## src/rtl/snand_pkg.sv

```systemverilog
package snand_pkg;

  localparam int unsigned WORD_W = 32;

  // Register byte offsets
  localparam logic [7:0] OFS_CS    = 8'h04;
  localparam logic [7:0] OFS_WCMD  = 8'h08;
  localparam logic [7:0] OFS_RCMD  = 8'h0C;
  localparam logic [7:0] OFS_RDATA = 8'h10;
  localparam logic [7:0] OFS_WDATA = 8'h14;
  localparam logic [7:0] OFS_STAT  = 8'h40;

  typedef enum logic [1:0] {
    LANE_X1  = 2'd0,
    LANE_X2  = 2'd1,
    LANE_X4  = 2'd2,
    LANE_X4B = 2'd3
  } lane_e;

  typedef struct packed {
    lane_e      lane;
    logic [1:0] len;   // byte count minus one
  } seg_cfg_t;

  // log2 of the number of active lanes
  function automatic logic [1:0] lane_log2(input lane_e l);
    case (l)
      LANE_X1: return 2'd0;
      LANE_X2: return 2'd1;
      default: return 2'd2;
    endcase
  endfunction

  // serial clock pulses needed for one segment
  function automatic logic [5:0] beats_for(input seg_cfg_t c);
    logic [5:0] nbits;
    nbits = {({1'b0, c.len} + 3'd1), 3'b000};
    return nbits >> lane_log2(c.lane);
  endfunction

  function automatic logic [3:0] lane_oe(input lane_e l);
    case (l)
      LANE_X1: return 4'b0001;
      LANE_X2: return 4'b0011;
      default: return 4'b1111;
    endcase
  endfunction

  function automatic logic [3:0] pins_from(input logic [WORD_W-1:0] sr, input lane_e l);
    case (l)
      LANE_X1: return {3'b000, sr[WORD_W-1]};
      LANE_X2: return {2'b00, sr[WORD_W-1 -: 2]};
      default: return sr[WORD_W-1 -: 4];
    endcase
  endfunction

  function automatic logic [WORD_W-1:0] shift_tx(input logic [WORD_W-1:0] sr, input lane_e l);
    case (l)
      LANE_X1: return {sr[WORD_W-2:0], 1'b0};
      LANE_X2: return {sr[WORD_W-3:0], 2'b00};
      default: return {sr[WORD_W-5:0], 4'b0000};
    endcase
  endfunction

  function automatic logic [WORD_W-1:0] shift_rx(input logic [WORD_W-1:0] acc,
                                                 input logic [3:0] pins, input lane_e l);
    case (l)
      LANE_X1: return {acc[WORD_W-2:0], pins[1]};
      LANE_X2: return {acc[WORD_W-3:0], pins[1:0]};
      default: return {acc[WORD_W-5:0], pins};
    endcase
  endfunction

  // move a right-aligned capture of (len+1) bytes to the top of the word
  function automatic logic [WORD_W-1:0] left_align(input logic [WORD_W-1:0] acc,
                                                   input logic [1:0] len);
    logic [5:0] sh;
    sh = {1'b0, 2'd3 - len, 3'b000};
    return acc << sh;
  endfunction

  function automatic seg_cfg_t seg_decode(input logic [1:0] lane_bits, input logic [1:0] len_bits);
    seg_cfg_t c;
    c.lane = lane_e'(lane_bits);
    c.len  = len_bits;
    return c;
  endfunction

  function automatic logic [WORD_W-1:0] seg_encode(input seg_cfg_t c);
    return {2'b00, c.lane, 26'd0, c.len};
  endfunction

endpackage

```

## src/rtl/snand_regfile.sv

```systemverilog
module snand_regfile
  import snand_pkg::*;
#(
  parameter int ADDR_W = 8,
  parameter int NUM_CS = 2
) (
  input  logic              clk,
  input  logic              rst_n,
  input  logic              reg_we,
  input  logic [ADDR_W-1:0] reg_addr,
  input  logic [WORD_W-1:0] reg_wdata,
  output logic [WORD_W-1:0] reg_rdata,
  input  logic              busy,
  input  logic              rx_act,
  input  logic              tx_act,
  input  logic              rx_done,
  input  logic [WORD_W-1:0] rx_word,
  output logic [NUM_CS-1:0] cs_n,
  output logic              go,
  output logic              go_rx,
  output seg_cfg_t          go_cfg,
  output logic [WORD_W-1:0] go_word
);

  localparam logic [ADDR_W-1:0] A_CS    = ADDR_W'(OFS_CS);
  localparam logic [ADDR_W-1:0] A_WCMD  = ADDR_W'(OFS_WCMD);
  localparam logic [ADDR_W-1:0] A_RCMD  = ADDR_W'(OFS_RCMD);
  localparam logic [ADDR_W-1:0] A_RDATA = ADDR_W'(OFS_RDATA);
  localparam logic [ADDR_W-1:0] A_WDATA = ADDR_W'(OFS_WDATA);
  localparam logic [ADDR_W-1:0] A_STAT  = ADDR_W'(OFS_STAT);
  localparam seg_cfg_t SEG_RST = '{lane: LANE_X1, len: 2'd0};

  logic [WORD_W-1:0] cs_q;
  logic [WORD_W-1:0] rdata_q;
  seg_cfg_t          wcmd_q;
  seg_cfg_t          rcmd_q;
  seg_cfg_t          wr_cfg;

  // named write events
  logic wr_cs, wr_wcmd, wr_rcmd, wr_wdata;
  assign wr_cs    = reg_we && (reg_addr == A_CS);
  assign wr_wcmd  = reg_we && (reg_addr == A_WCMD)  && !busy;
  assign wr_rcmd  = reg_we && (reg_addr == A_RCMD)  && !busy;
  assign wr_wdata = reg_we && (reg_addr == A_WDATA) && !busy;
  assign wr_cfg   = seg_decode(reg_wdata[29:28], reg_wdata[1:0]);

  always_ff @(posedge clk or negedge rst_n) begin
    if (!rst_n) begin
      cs_q    <= '1;
      rdata_q <= '0;
      wcmd_q  <= SEG_RST;
      rcmd_q  <= SEG_RST;
    end else begin
      if (wr_cs)   cs_q    <= reg_wdata;
      if (wr_wcmd) wcmd_q  <= wr_cfg;
      if (wr_rcmd) rcmd_q  <= wr_cfg;
      if (rx_done) rdata_q <= rx_word;
    end
  end

  // segment launch toward the shifter
  assign go      = wr_wdata || wr_rcmd;
  assign go_rx   = wr_rcmd;
  assign go_cfg  = wr_rcmd ? wr_cfg : wcmd_q;
  assign go_word = reg_wdata;

  genvar g;
  generate
    for (g = 0; g < NUM_CS; g++) begin : g_cs
      assign cs_n[g] = cs_q[4*g];
    end
  endgenerate

  always_comb begin
    reg_rdata = '0;
    case (reg_addr)
      A_CS:    reg_rdata = cs_q;
      A_WCMD:  reg_rdata = seg_encode(wcmd_q);
      A_RCMD:  reg_rdata = seg_encode(rcmd_q);
      A_RDATA: reg_rdata = rdata_q;
      A_STAT:  reg_rdata = {28'd0, busy, rx_act, tx_act, 1'b0};
      default: reg_rdata = '0;
    endcase
  end

  AST_WCMD_HELD_BUSY: assert property (@(posedge clk) disable iff (!rst_n)
    busy && reg_we && (reg_addr == A_WCMD) |=> wcmd_q == $past(wcmd_q));
  AST_RCMD_HELD_BUSY: assert property (@(posedge clk) disable iff (!rst_n)
    busy && reg_we && (reg_addr == A_RCMD) |=> rcmd_q == $past(rcmd_q));
  AST_CS_ONLY_BY_WRITE: assert property (@(posedge clk) disable iff (!rst_n)
    !(reg_we && (reg_addr == A_CS)) |=> $stable(cs_n));
  AST_RDATA_ONLY_ON_DONE: assert property (@(posedge clk) disable iff (!rst_n)
    !rx_done |=> $stable(rdata_q));

endmodule

```

## src/rtl/snand_shifter.sv

```systemverilog
module snand_shifter
  import snand_pkg::*;
(
  input  logic              clk,
  input  logic              rst_n,
  input  logic              go,
  input  logic              go_rx,
  input  seg_cfg_t          go_cfg,
  input  logic [WORD_W-1:0] go_word,
  input  logic [3:0]        io_in,
  output logic              busy,
  output logic              rx_act,
  output logic              tx_act,
  output logic              sclk,
  output logic [3:0]        io_out,
  output logic [3:0]        io_oe,
  output logic              rx_done,
  output logic [WORD_W-1:0] rx_word
);

  logic              active_q;
  logic              rx_q;
  logic              phase_q;   // 0: clock low half, 1: clock high half
  lane_e             lane_q;
  logic [1:0]        len_q;
  logic [5:0]        beats_q;   // pulses left, including the current one
  logic [WORD_W-1:0] tsr_q;
  logic [WORD_W-1:0] rsr_q;
  logic [WORD_W-1:0] rsr_nxt;

  // named internal events
  logic beat_end, last_beat;
  assign beat_end  = active_q && phase_q;
  assign last_beat = beat_end && (beats_q == 6'd1);
  assign rsr_nxt   = shift_rx(rsr_q, io_in, lane_q);

  always_ff @(posedge clk or negedge rst_n) begin
    if (!rst_n) begin
      active_q <= 1'b0;
      rx_q     <= 1'b0;
      phase_q  <= 1'b0;
      lane_q   <= LANE_X1;
      len_q    <= 2'd0;
      beats_q  <= 6'd0;
      tsr_q    <= '0;
      rsr_q    <= '0;
    end else if (go) begin
      active_q <= 1'b1;
      rx_q     <= go_rx;
      phase_q  <= 1'b0;
      lane_q   <= go_cfg.lane;
      len_q    <= go_cfg.len;
      beats_q  <= beats_for(go_cfg);
      tsr_q    <= go_word;
      rsr_q    <= '0;
    end else if (active_q) begin
      phase_q <= ~phase_q;
      if (beat_end) begin
        tsr_q   <= shift_tx(tsr_q, lane_q);
        rsr_q   <= rsr_nxt;
        beats_q <= beats_q - 6'd1;
        if (last_beat) active_q <= 1'b0;
      end
    end
  end

  assign busy    = active_q;
  assign rx_act  = active_q && rx_q;
  assign tx_act  = active_q && !rx_q;
  assign sclk    = phase_q;
  assign io_oe   = tx_act ? lane_oe(lane_q) : 4'b0000;
  assign io_out  = tx_act ? pins_from(tsr_q, lane_q) : 4'b0000;
  assign rx_done = last_beat && rx_q;
  assign rx_word = left_align(rsr_nxt, len_q);

  AST_SCLK_IDLE_LOW: assert property (@(posedge clk) disable iff (!rst_n)
    !busy |-> !sclk);
  AST_SCLK_TOGGLES: assert property (@(posedge clk) disable iff (!rst_n)
    busy && $past(busy) |-> sclk != $past(sclk));
  AST_RX_NO_DRIVE: assert property (@(posedge clk) disable iff (!rst_n)
    rx_act |-> io_oe == 4'b0000);
  AST_TX_LANES: assert property (@(posedge clk) disable iff (!rst_n)
    tx_act |-> ($countones(io_oe) == 1 || $countones(io_oe) == 2 || $countones(io_oe) == 4));
  AST_BUSY_FROM_GO: assert property (@(posedge clk) disable iff (!rst_n)
    $rose(busy) |-> $past(go));
  AST_RX_DONE_IDLE: assert property (@(posedge clk) disable iff (!rst_n)
    rx_done |=> !busy);

endmodule

```

## src/rtl/snand_pio_engine.sv

```systemverilog
module snand_pio_engine
  import snand_pkg::*;
#(
  parameter int ADDR_W = 8,
  parameter int NUM_CS = 2
) (
  input  logic              clk,
  input  logic              rst_n,
  input  logic              reg_we,
  input  logic [ADDR_W-1:0] reg_addr,
  input  logic [31:0]       reg_wdata,
  output logic [31:0]       reg_rdata,
  output logic              sclk,
  output logic [NUM_CS-1:0] cs_n,
  output logic [3:0]        io_out,
  output logic [3:0]        io_oe,
  input  logic [3:0]        io_in
);

  logic              busy, rx_act, tx_act, rx_done;
  logic              go, go_rx;
  seg_cfg_t          go_cfg;
  logic [WORD_W-1:0] go_word, rx_word;

  snand_regfile #(.ADDR_W(ADDR_W), .NUM_CS(NUM_CS)) u_regs (
    .clk       (clk),
    .rst_n     (rst_n),
    .reg_we    (reg_we),
    .reg_addr  (reg_addr),
    .reg_wdata (reg_wdata),
    .reg_rdata (reg_rdata),
    .busy      (busy),
    .rx_act    (rx_act),
    .tx_act    (tx_act),
    .rx_done   (rx_done),
    .rx_word   (rx_word),
    .cs_n      (cs_n),
    .go        (go),
    .go_rx     (go_rx),
    .go_cfg    (go_cfg),
    .go_word   (go_word)
  );

  snand_shifter u_shift (
    .clk     (clk),
    .rst_n   (rst_n),
    .go      (go),
    .go_rx   (go_rx),
    .go_cfg  (go_cfg),
    .go_word (go_word),
    .io_in   (io_in),
    .busy    (busy),
    .rx_act  (rx_act),
    .tx_act  (tx_act),
    .sclk    (sclk),
    .io_out  (io_out),
    .io_oe   (io_oe),
    .rx_done (rx_done),
    .rx_word (rx_word)
  );

endmodule

```

## config.mk

```make
export PLATFORM = sky130hd
export DESIGN_NAME = snand_pio_engine
export DESIGN_NICKNAME = d
export VERILOG_FILES = /design/src/rtl/snand_pkg.sv /design/src/rtl/snand_regfile.sv /design/src/rtl/snand_shifter.sv /design/src/rtl/snand_pio_engine.sv
export SDC_FILE = /design/constraint.sdc
export NUM_CORES = 1
export LEC_CHECK = 0
export BUFFER_PORTS_ARGS = -buffer_cell sky130_fd_sc_hd__buf_2
export CAP_MARGIN = 20
export CORE_AREA = 2 2 115 144
export DETAILED_ROUTE_END_ITERATION = 16
export DIE_AREA = 0 0 117 146
export GPL_ROUTABILITY_DRIVEN = 1
export PLACE_DENSITY_LB_ADDON = 0.2
export SLEW_MARGIN = 20
export SYNTH_ARGS = -nofsm -noshare
export SYNTH_HDL_FRONTEND = slang
export SYNTH_SLANG_ARGS = --single-unit
export TNS_END_PERCENT = 50
```

## constraint.sdc

```tcl
create_clock -name clk -period 2.46 [get_ports clk]
set_input_delay 0.123 -clock clk [delete_from_list [all_inputs] [get_ports clk]]
set_output_delay 0.123 -clock clk [all_outputs]
set_load 0.01 [all_outputs]
```

==> results.cfg, run 1 <==
[status]
status = finished, final reports clean

[clock_network]
htree_levels = 4
cts_setup_buffers = 0
clock_sinks = 148
root_buffer = clkbuf_16
cts_buffer_depth = 2
clkTransAtPathRegs_ns = 0.06
cts_made_buffers = 17
insertion_delay_ns = 0.42
cts_tree = done

[grt]
track_usage = 0.2750
overflow = 0
grt_pass1_wl_microns = 36620
grt_pass1_vias = 6928
antenna_found_initial = 0
grt_max_degree = 73

[detailed_routing]
drtIter0Drc = 475
via_count = 6875
routed_wl_microns = 22540
wl_per_cell_microns = 19.50
ant_nets = 0
dr.pass1.iters = 5
drc = 0
via_per_inst = 5.947

[worst_setup_path]
cp-start-kind = flip-flop
worst_ep_required_time_ns = 2.34
worst_path_most_repeated_cell = nor2_1
slowest_stage = dfrtp_4
worst-setup-path-type = flip-flop to primary output
crit_arrival_ns = 2.21
cp_cell_sequence = buf_6 > mux2i_1 > nor2_1 > a21oi_1 > nor2_1 > buf_2
r2r_slack_ns = 0.18
rr_endpoint = u_shift.beats_q[3]$_DFFE_PN0P_
reg2reg_from = u_shift.busy$_DFF_PN0_
cp_max_fo = 33
rr_worst_depth = 6
critPathMaxStageDelay_ns = 0.75
endpoint_kind = primary output

[yosys]
yosysWarnings = 0
avgSynthCellArea_sq_um = 10.21
async_flop_share = 1.000
yosys.area.top_type = dfrtp_1
synth_area_leaders = dfrtp_1 (34%), dfstp_2 (9.9%), mux2i_1 (9.0%)
synth_edf_count = 0
ys_seq_elements = 148
yosys.cell_types.count = 56
syn_area_sq_um = 8486
synth_commonest_cells = dfrtp_1 (116), nor2_1 (113), nand2_1 (78)
yosysSeqAreaShare = 0.4412
syn-instance-count = 831
yosysTopAreaCellShare = 0.3421
synth_fp_nets = 881
synth_flop_cell = dfrtp_1
yosysMostFrequentCell = dfrtp_1

[worst_hold_path]
hold_depth = 2
hp-start = reg_wdata[1]
hold_path_class = input port to flip-flop
whs_endpoint = u_regs.cs_q[1]$_DFFE_PN1P_

[sta]
setup_viol = 0
fmax_mhz = 428.0
period_share = 0.9498
rsz0062_at_grt = no
worst_pin_slew_ns = 0.9419
holdWs_ns = 0.03603
period_minus_slack_ns = 2.337
relSlewSlack = 0.3655
slew_viol_final = 0
finalSetupTns_ns = 0
finClkSkew_ns = 0.006641
hold_viol = 0

[cells_and_area]
diodes = 0
areaGrowthSynthToFinish_pct = 17.72
fin_cells = 1156
drive_gt1_frac = 0.2871
regArea_sq_um = 3751
multi_input_area_sq_um = 4337
fin_nets = 981
fill_cells = 1258

[floorplanning]
rows = 51
dieArea_sq_um = 17080
num_io_pins = 90
start_util = 0.5428
fp.dieH_microns = 146
fp.dieW_microns = 117
core-area_sq_um = 15630

[flow_run]
maxCapViolCount = 0

[placed_design]
post-place-cells = 1094
gp_congestion = 0.8639
port_buffers = 89
hpwl_microns = 15770

[power]
vdd_drop_max_mv = 0.5680
p_leak_nw = 4.473
powerDensity_nw_per_um2 = 864.2
cells by family (layout without fill, tap and decap cells):
logic type / count (synthesis) / in the layout / synth area share
compound gates: 203 / 203 / 0.1712
xor+xnor: 5 / 5 / 0.005160
fa+ha+maj: 3 / 3 / 0.004424
buf+inv: 76 / 189 / 0.04822
flops: 148 / 148 / 0.4412
mux: 146 / 146 / 0.1971
simple gates: 250 / 250 / 0.1327
cell usage in the layout (no fill, tap or decap), types with 4 or more instances in the layout:
master and instances:
nand3_1 4, mux2_2 39, mux2_4 30, a22o_1 30
nor3_1 13, a21oi_1 64, a21boi_0 6, and3_1 9
a211oi_1 4, buf_2 88, dfstp_2 32, xnor2_1 4
and2_1 5, nor2_1 113, o31ai_1 9, dlygate4sd3_1 30
dfrtp_1 114, buf_4 29, clkbuf_16 17, nand2_1 77
or2_2 6, o22a_1 6, mux2i_1 76, inv_1 5
o21ai_0 27, a221o_1 42, clkinv_2 6
routing by layer:
layer / routed length (microns) / track usage / vias to the layer above
met2: 11430 / 0.4564 / 188
met1: 9687 / 0.3617 / 3440
met5: 0 / 0 / -
met3: 805 / 0.03915 / 39
li1: - / - / 3208
met4: 616 / 0.1041 / 0
registers in the layout, indices dropped and copies added (netlist names):
name             count
u_shift.len_q        2
u_shift.tsr_q       32
u_shift.rsr_q       31
u_regs.rcmd_q        4
u_regs.wcmd_q        4
u_shift.rx_q         1
u_regs.rdata_q      32
u_shift.busy         1
u_shift.sclk         1
u_shift.beats_q      6
u_regs.cs_q         32
u_shift.lane_q       2
report_power, final:
part	total [W]	switching, W	leakage (nW)	internal (W)
Sequential	0.00367	0.000678	1.82	0.00299
Combinational	0.00236	0.00122	2.37	0.00114
Clock	0.00260	0.000995	0.286	0.00161
Total	0.00863	0.00289	4.47	0.00574
stage by stage:
step	util	setup WS, ns	power, W	cell area [sq um]
floorplan	-	0.4529	0.005097	8486
global placement	0.5818	0.3281	0.005856	9096
detailed placement	0.5818	0.2113	0.005962	9096
CTS	0.6387	0.08796	0.008642	9986
global route	0.6390	0.02490	0.009109	9990
finish	0.6390	0.1234	0.008633	9990
cell type report:
cell class / instances / area share
Timing Repair Buffer: 152 / 0.1033
Tap cell: 212 / 0.02655
Clock inverter: 11 / 0.01353
Inverter: 5 / 0.001879
Sequential cell: 148 / 0.3755
Multi-Input combinational cell: 607 / 0.4341
Clock buffer: 21 / 0.04509
worst max-delay path, delay by kind of cell, from the launching register on:
kind | cells | cell delay, ns
mux | 1 | 0.23
flops | 1 | 0.75
buf+inv | 2 | 0.56
compound gates | 1 | 0.13
simple gates | 2 | 0.10
timing repair:
action	4_1_cts	5_1_grt
gates resized for setup	1	1
endpoints found under the hold margin	86	0
endpoints found under the setup margin	1	2
hold buffers	30	0
how the worst max path moves through the flow:
stage | from | endpoint | slack (ns) | depth (start not counted)
finish | u_shift.lane_q[0]$_DFFE_PN0P_ | io_out[0] | 0.12 | 6
floorplan | u_shift.busy$_DFF_PN0_ | u_shift.beats_q[3]$_DFFE_PN0P_ | 0.45 | 6
CTS | u_shift.lane_q[1]$_DFFE_PN0P_ | io_out[1] | 0.09 | 5
detailed placement | u_shift.busy$_DFF_PN0_ | u_shift.beats_q[3]$_DFFE_PN0P_ | 0.21 | 6
global route | u_shift.lane_q[0]$_DFFE_PN0P_ | io_out[0] | 0.02 | 6
global placement | u_shift.lane_q[0]$_DFFE_PN0P_ | u_shift.tsr_q[4]$_DFFE_PN0P_ | 0.33 | 6
Note: power is estimated with default switching activity, not from simulation.
==> inputs of run 2 (changes only) <==
--- a/config.mk
+++ b/config.mk
@@ -7,13 +7,14 @@
 export LEC_CHECK = 0
 export BUFFER_PORTS_ARGS = -buffer_cell sky130_fd_sc_hd__buf_2
 export CAP_MARGIN = 20
-export CORE_AREA = 2 2 115 144
+export CORE_AREA = 2 2 118 149
 export DETAILED_ROUTE_END_ITERATION = 16
-export DIE_AREA = 0 0 117 146
+export DIE_AREA = 0 0 120 151
 export GPL_ROUTABILITY_DRIVEN = 1
 export PLACE_DENSITY_LB_ADDON = 0.2
 export SLEW_MARGIN = 20
 export SYNTH_ARGS = -nofsm -noshare
 export SYNTH_HDL_FRONTEND = slang
+export SYNTH_HIERARCHICAL = 1
 export SYNTH_SLANG_ARGS = --single-unit
 export TNS_END_PERCENT = 50
==> constraint.sdc (replaced) <==
create_clock -name clk -period 2.05 [get_ports clk]
set_input_delay 0.1025 -clock clk [delete_from_list [all_inputs] [get_ports clk]]
set_output_delay 0.1025 -clock clk [all_outputs]
set_load 0.01 [all_outputs]
==> run 2 against run 1 <==
Against the previous run:
- power is 21% higher
- sequential power is 20% higher
- wire length is 6.8% higher
- via count is 5.4% higher
- clock skew is 0.00063 ns lower
- flip-flop and latch count stayed put
- synthesized area is 4.8% higher
==> results.cfg, run 2 <==
[status]
status = finished, final reports clean

[yosys]
async_flop_share = 1.000
syn_area_sq_um = 8892
ys_seq_elements = 148
synth_fp_nets = 950
avgSynthCellArea_sq_um = 9.880
yosysSeqAreaShare = 0.4210
syn-instance-count = 900
yosysMostFrequentCell = nand2_1
yosys.area.top_type = dfrtp_1
yosysTopAreaCellShare = 0.3264
synth_area_leaders = dfrtp_1 (33%), mux2_2 (11%), dfstp_2 (9.5%)
yosys.cell_types.count = 56
synth_flop_cell = dfrtp_1
yosysWarnings = 6
synth_edf_count = 0
synth_commonest_cells = nand2_1 (137), dfrtp_1 (116), a21oi_1 (88)

[grt]
antenna_found_initial = 0
grt_pass1_vias = 7150
grt_max_degree = 60
grtUsageMet1 = 0.3312
overflow = 0
grt.busiest_layer = met2
track_usage = 0.2699
grt_pass1_wl_microns = 38000
grt_use_met3 = 0.04066
grt_util_met2 = 0.4778

[clock_network]
htree_levels = 4
insertion_delay_ns = 0.43
clkTransAtPathRegs_ns = 0.06
root_buffer = clkbuf_16
cts_tree = done
cts_made_buffers = 17
cts_buffer_depth = 2
clock_sinks = 148

[detailed_routing]
via_count = 7248
drtIter0Drc = 663
ant_nets = 0
routed_wl_microns = 24080
via_per_inst = 5.803
dr.pass1.iters = 5
drc = 0
wl_per_cell_microns = 19.28

[cells_and_area]
final_cell_mix = nand2_1 (136), dfrtp_1 (113), buf_2 (88), a21oi_1 (88), mux2_2 (82)
diodes = 0
fin_cells = 1249
fin_nets = 1066
final_common_cell = nand2_1
reg.largest.list = u_regs/cs_q (32), u_regs/rdata_q (32), u_shift/tsr_q (32)
fin_util = 0.6452
areaGrowthSynthToFinish_pct = 20.77
drive_gt1_frac = 0.3324

[floorplanning]
rows = 53
core-area_sq_um = 16640
num_io_pins = 90
fp.dieW_microns = 120
dieArea_sq_um = 18120
start_util = 0.5342
fp.dieH_microns = 151

[worst_setup_path]
cp-start-kind = flip-flop
endpoint_kind = flip-flop
worst_ep_required_time_ns = 2.36
cp_max_fo = 6
crit_arrival_ns = 2.34
worst-setup-path-type = flip-flop to flip-flop

[flow_run]
maxCapViolCount = 0

[sta]
fmax_mhz = 493.2
finClkSkew_ns = 0.006012
rsz0062_at_grt = yes
hold_viol = 0
setup_viol = 0
slew_viol_final = 0
worst_pin_slew_ns = 0.6770
period_minus_slack_ns = 2.028
period_share = 0.9890
relSlewSlack = 0.5477

[placed_design]
post-place-cells = 1175
hpwl_microns = 16850
port_buffers = 89
gp_congestion = 0.8957

[power]
p_leak_nw = 4.640
vdd_drop_max_mv = 0.6020
powerDensity_nw_per_um2 = 972.5

[worst_hold_path]
hold_path_class = input port to flip-flop
-- run 2: cell types whose count changed after synthesis, moves of 8 or more --
| cell | before | now |
|---|---|---|
| nor2b_1 | 3 | 42 |
| buf_4 | 12 | 41 |
| o21ai_1 | 1 | 9 |
| mux2_4 | 30 | 2 |
| a22oi_1 | 2 | 17 |
| o31ai_1 | 9 | 1 |
| a221o_1 | 42 | 2 |
| a21oi_1 | 64 | 88 |
| nor3_1 | 13 | 2 |
| mux2_2 | 39 | 85 |
| o211ai_1 | 2 | 33 |
| nor2_1 | 113 | 21 |
| nand2_1 | 78 | 137 |
-- run 2: cell families after synthesis --
group,Yosys count,synth area share
AOI/OAI and AO/OA,220,0.1572
xor gates and xnor gates,7,0.006895
adders and majority gates,3,0.004222
buffers and inverters,116,0.07767
DFF,148,0.4210
muxes,162,0.1961
and+or+nand+nor,244,0.1369
-- run 2: what timing repair did --
action	CTS	global route
setup endpoints to repair	4	14
pin swaps	0	3
gates resized for setup	4	13
hold buffers	32	0
endpoints found under the hold margin	102	0
setup buffers	0	8
cloned	0	2
-- run 2: worst max-delay path, cell delays in order, from the launching register on --
cell	delay, ns
dfrtp_4	0.53
buf_6	0.16
buf_6	0.11
nor2_4	0.14
mux2i_2	0.27
mux2i_2	0.15
mux2_4	0.30
mux2_4	0.26
-- run 2: where the power goes --
group / internal (W) / leakage [nW] / total (W) / switching, W
clock: 0.00183 / 0.272 / 0.00305 / 0.00122
sequential: 0.00363 / 1.83 / 0.00440 / 0.000770
combinational: 0.00139 / 2.54 / 0.00299 / 0.00160
-- run 2: routing by layer --
metal | vias up | share of wire
met2 | 243 | 0.51
met3 | 43 | 0.044
met4 | 0 | 0.031
met5 | - | 0
li1 | 3387 | -
met1 | 3575 | 0.41
-- run 2: layout make-up --
class                           instances  area [sq um]
Fill cell                            1348          5906
Timing Repair Buffer                  201          1572
Multi-Input combinational cell        636          4516
Sequential cell                       148          3750
Inverter                               12         47.55
Tap cell                              220         275.3
Clock buffer                           25         505.5
Clock inverter                          7         73.82
-- run 2: path summary, 6_finish.rpt --
| check | start | to | slack [ns] | cells after the start |
|---|---|---|---|---|
| setup / recovery | u_shift/lane_q[0]$_DFFE_PN0P_ | u_regs/rdata_q[25]$_DFFE_PN0P_ | 0.02 | 7 |
| hold / removal | reg_wdata[0] | u_shift/tsr_q[0]$_DFFE_PN0P_ | 0.009 | 3 |
| setup reg to reg | u_shift/lane_q[0]$_DFFE_PN0P_ | u_regs/rdata_q[25]$_DFFE_PN0P_ | 0.02 | 7 |
| hold reg to reg | u_regs/rcmd_q[1]$_DFFE_PN0P_ | u_regs/rcmd_q[1]$_DFFE_PN0P_ | 0.51 | 1 |
| max in group asynchronous | rst_n | u_regs/cs_q[15]$_DFFE_PN1P_ | 1.08 | 3 |
| min in group asynchronous | rst_n | u_shift/tsr_q[22]$_DFFE_PN0P_ | 0.24 | 2 |
-- run 2: through the flow --
stage	power [W]	hold WS, ns	instance area (sq um)	setup WS [ns]	setup TNS [ns]
floorplan	0.006134	-0.1931	8919	-0.1941	-0.3529
global placement	0.007175	0.1344	9674	-0.06746	-0.07489
detailed placement	0.007264	0.1278	9674	-0.08510	-0.1596
CTS	0.01039	0.004006	10580	-0.04734	-0.08699
global route	0.01102	0.009328	10740	-0.03065	-0.08874
finish	0.01044	0.009452	10740	0.02249	0
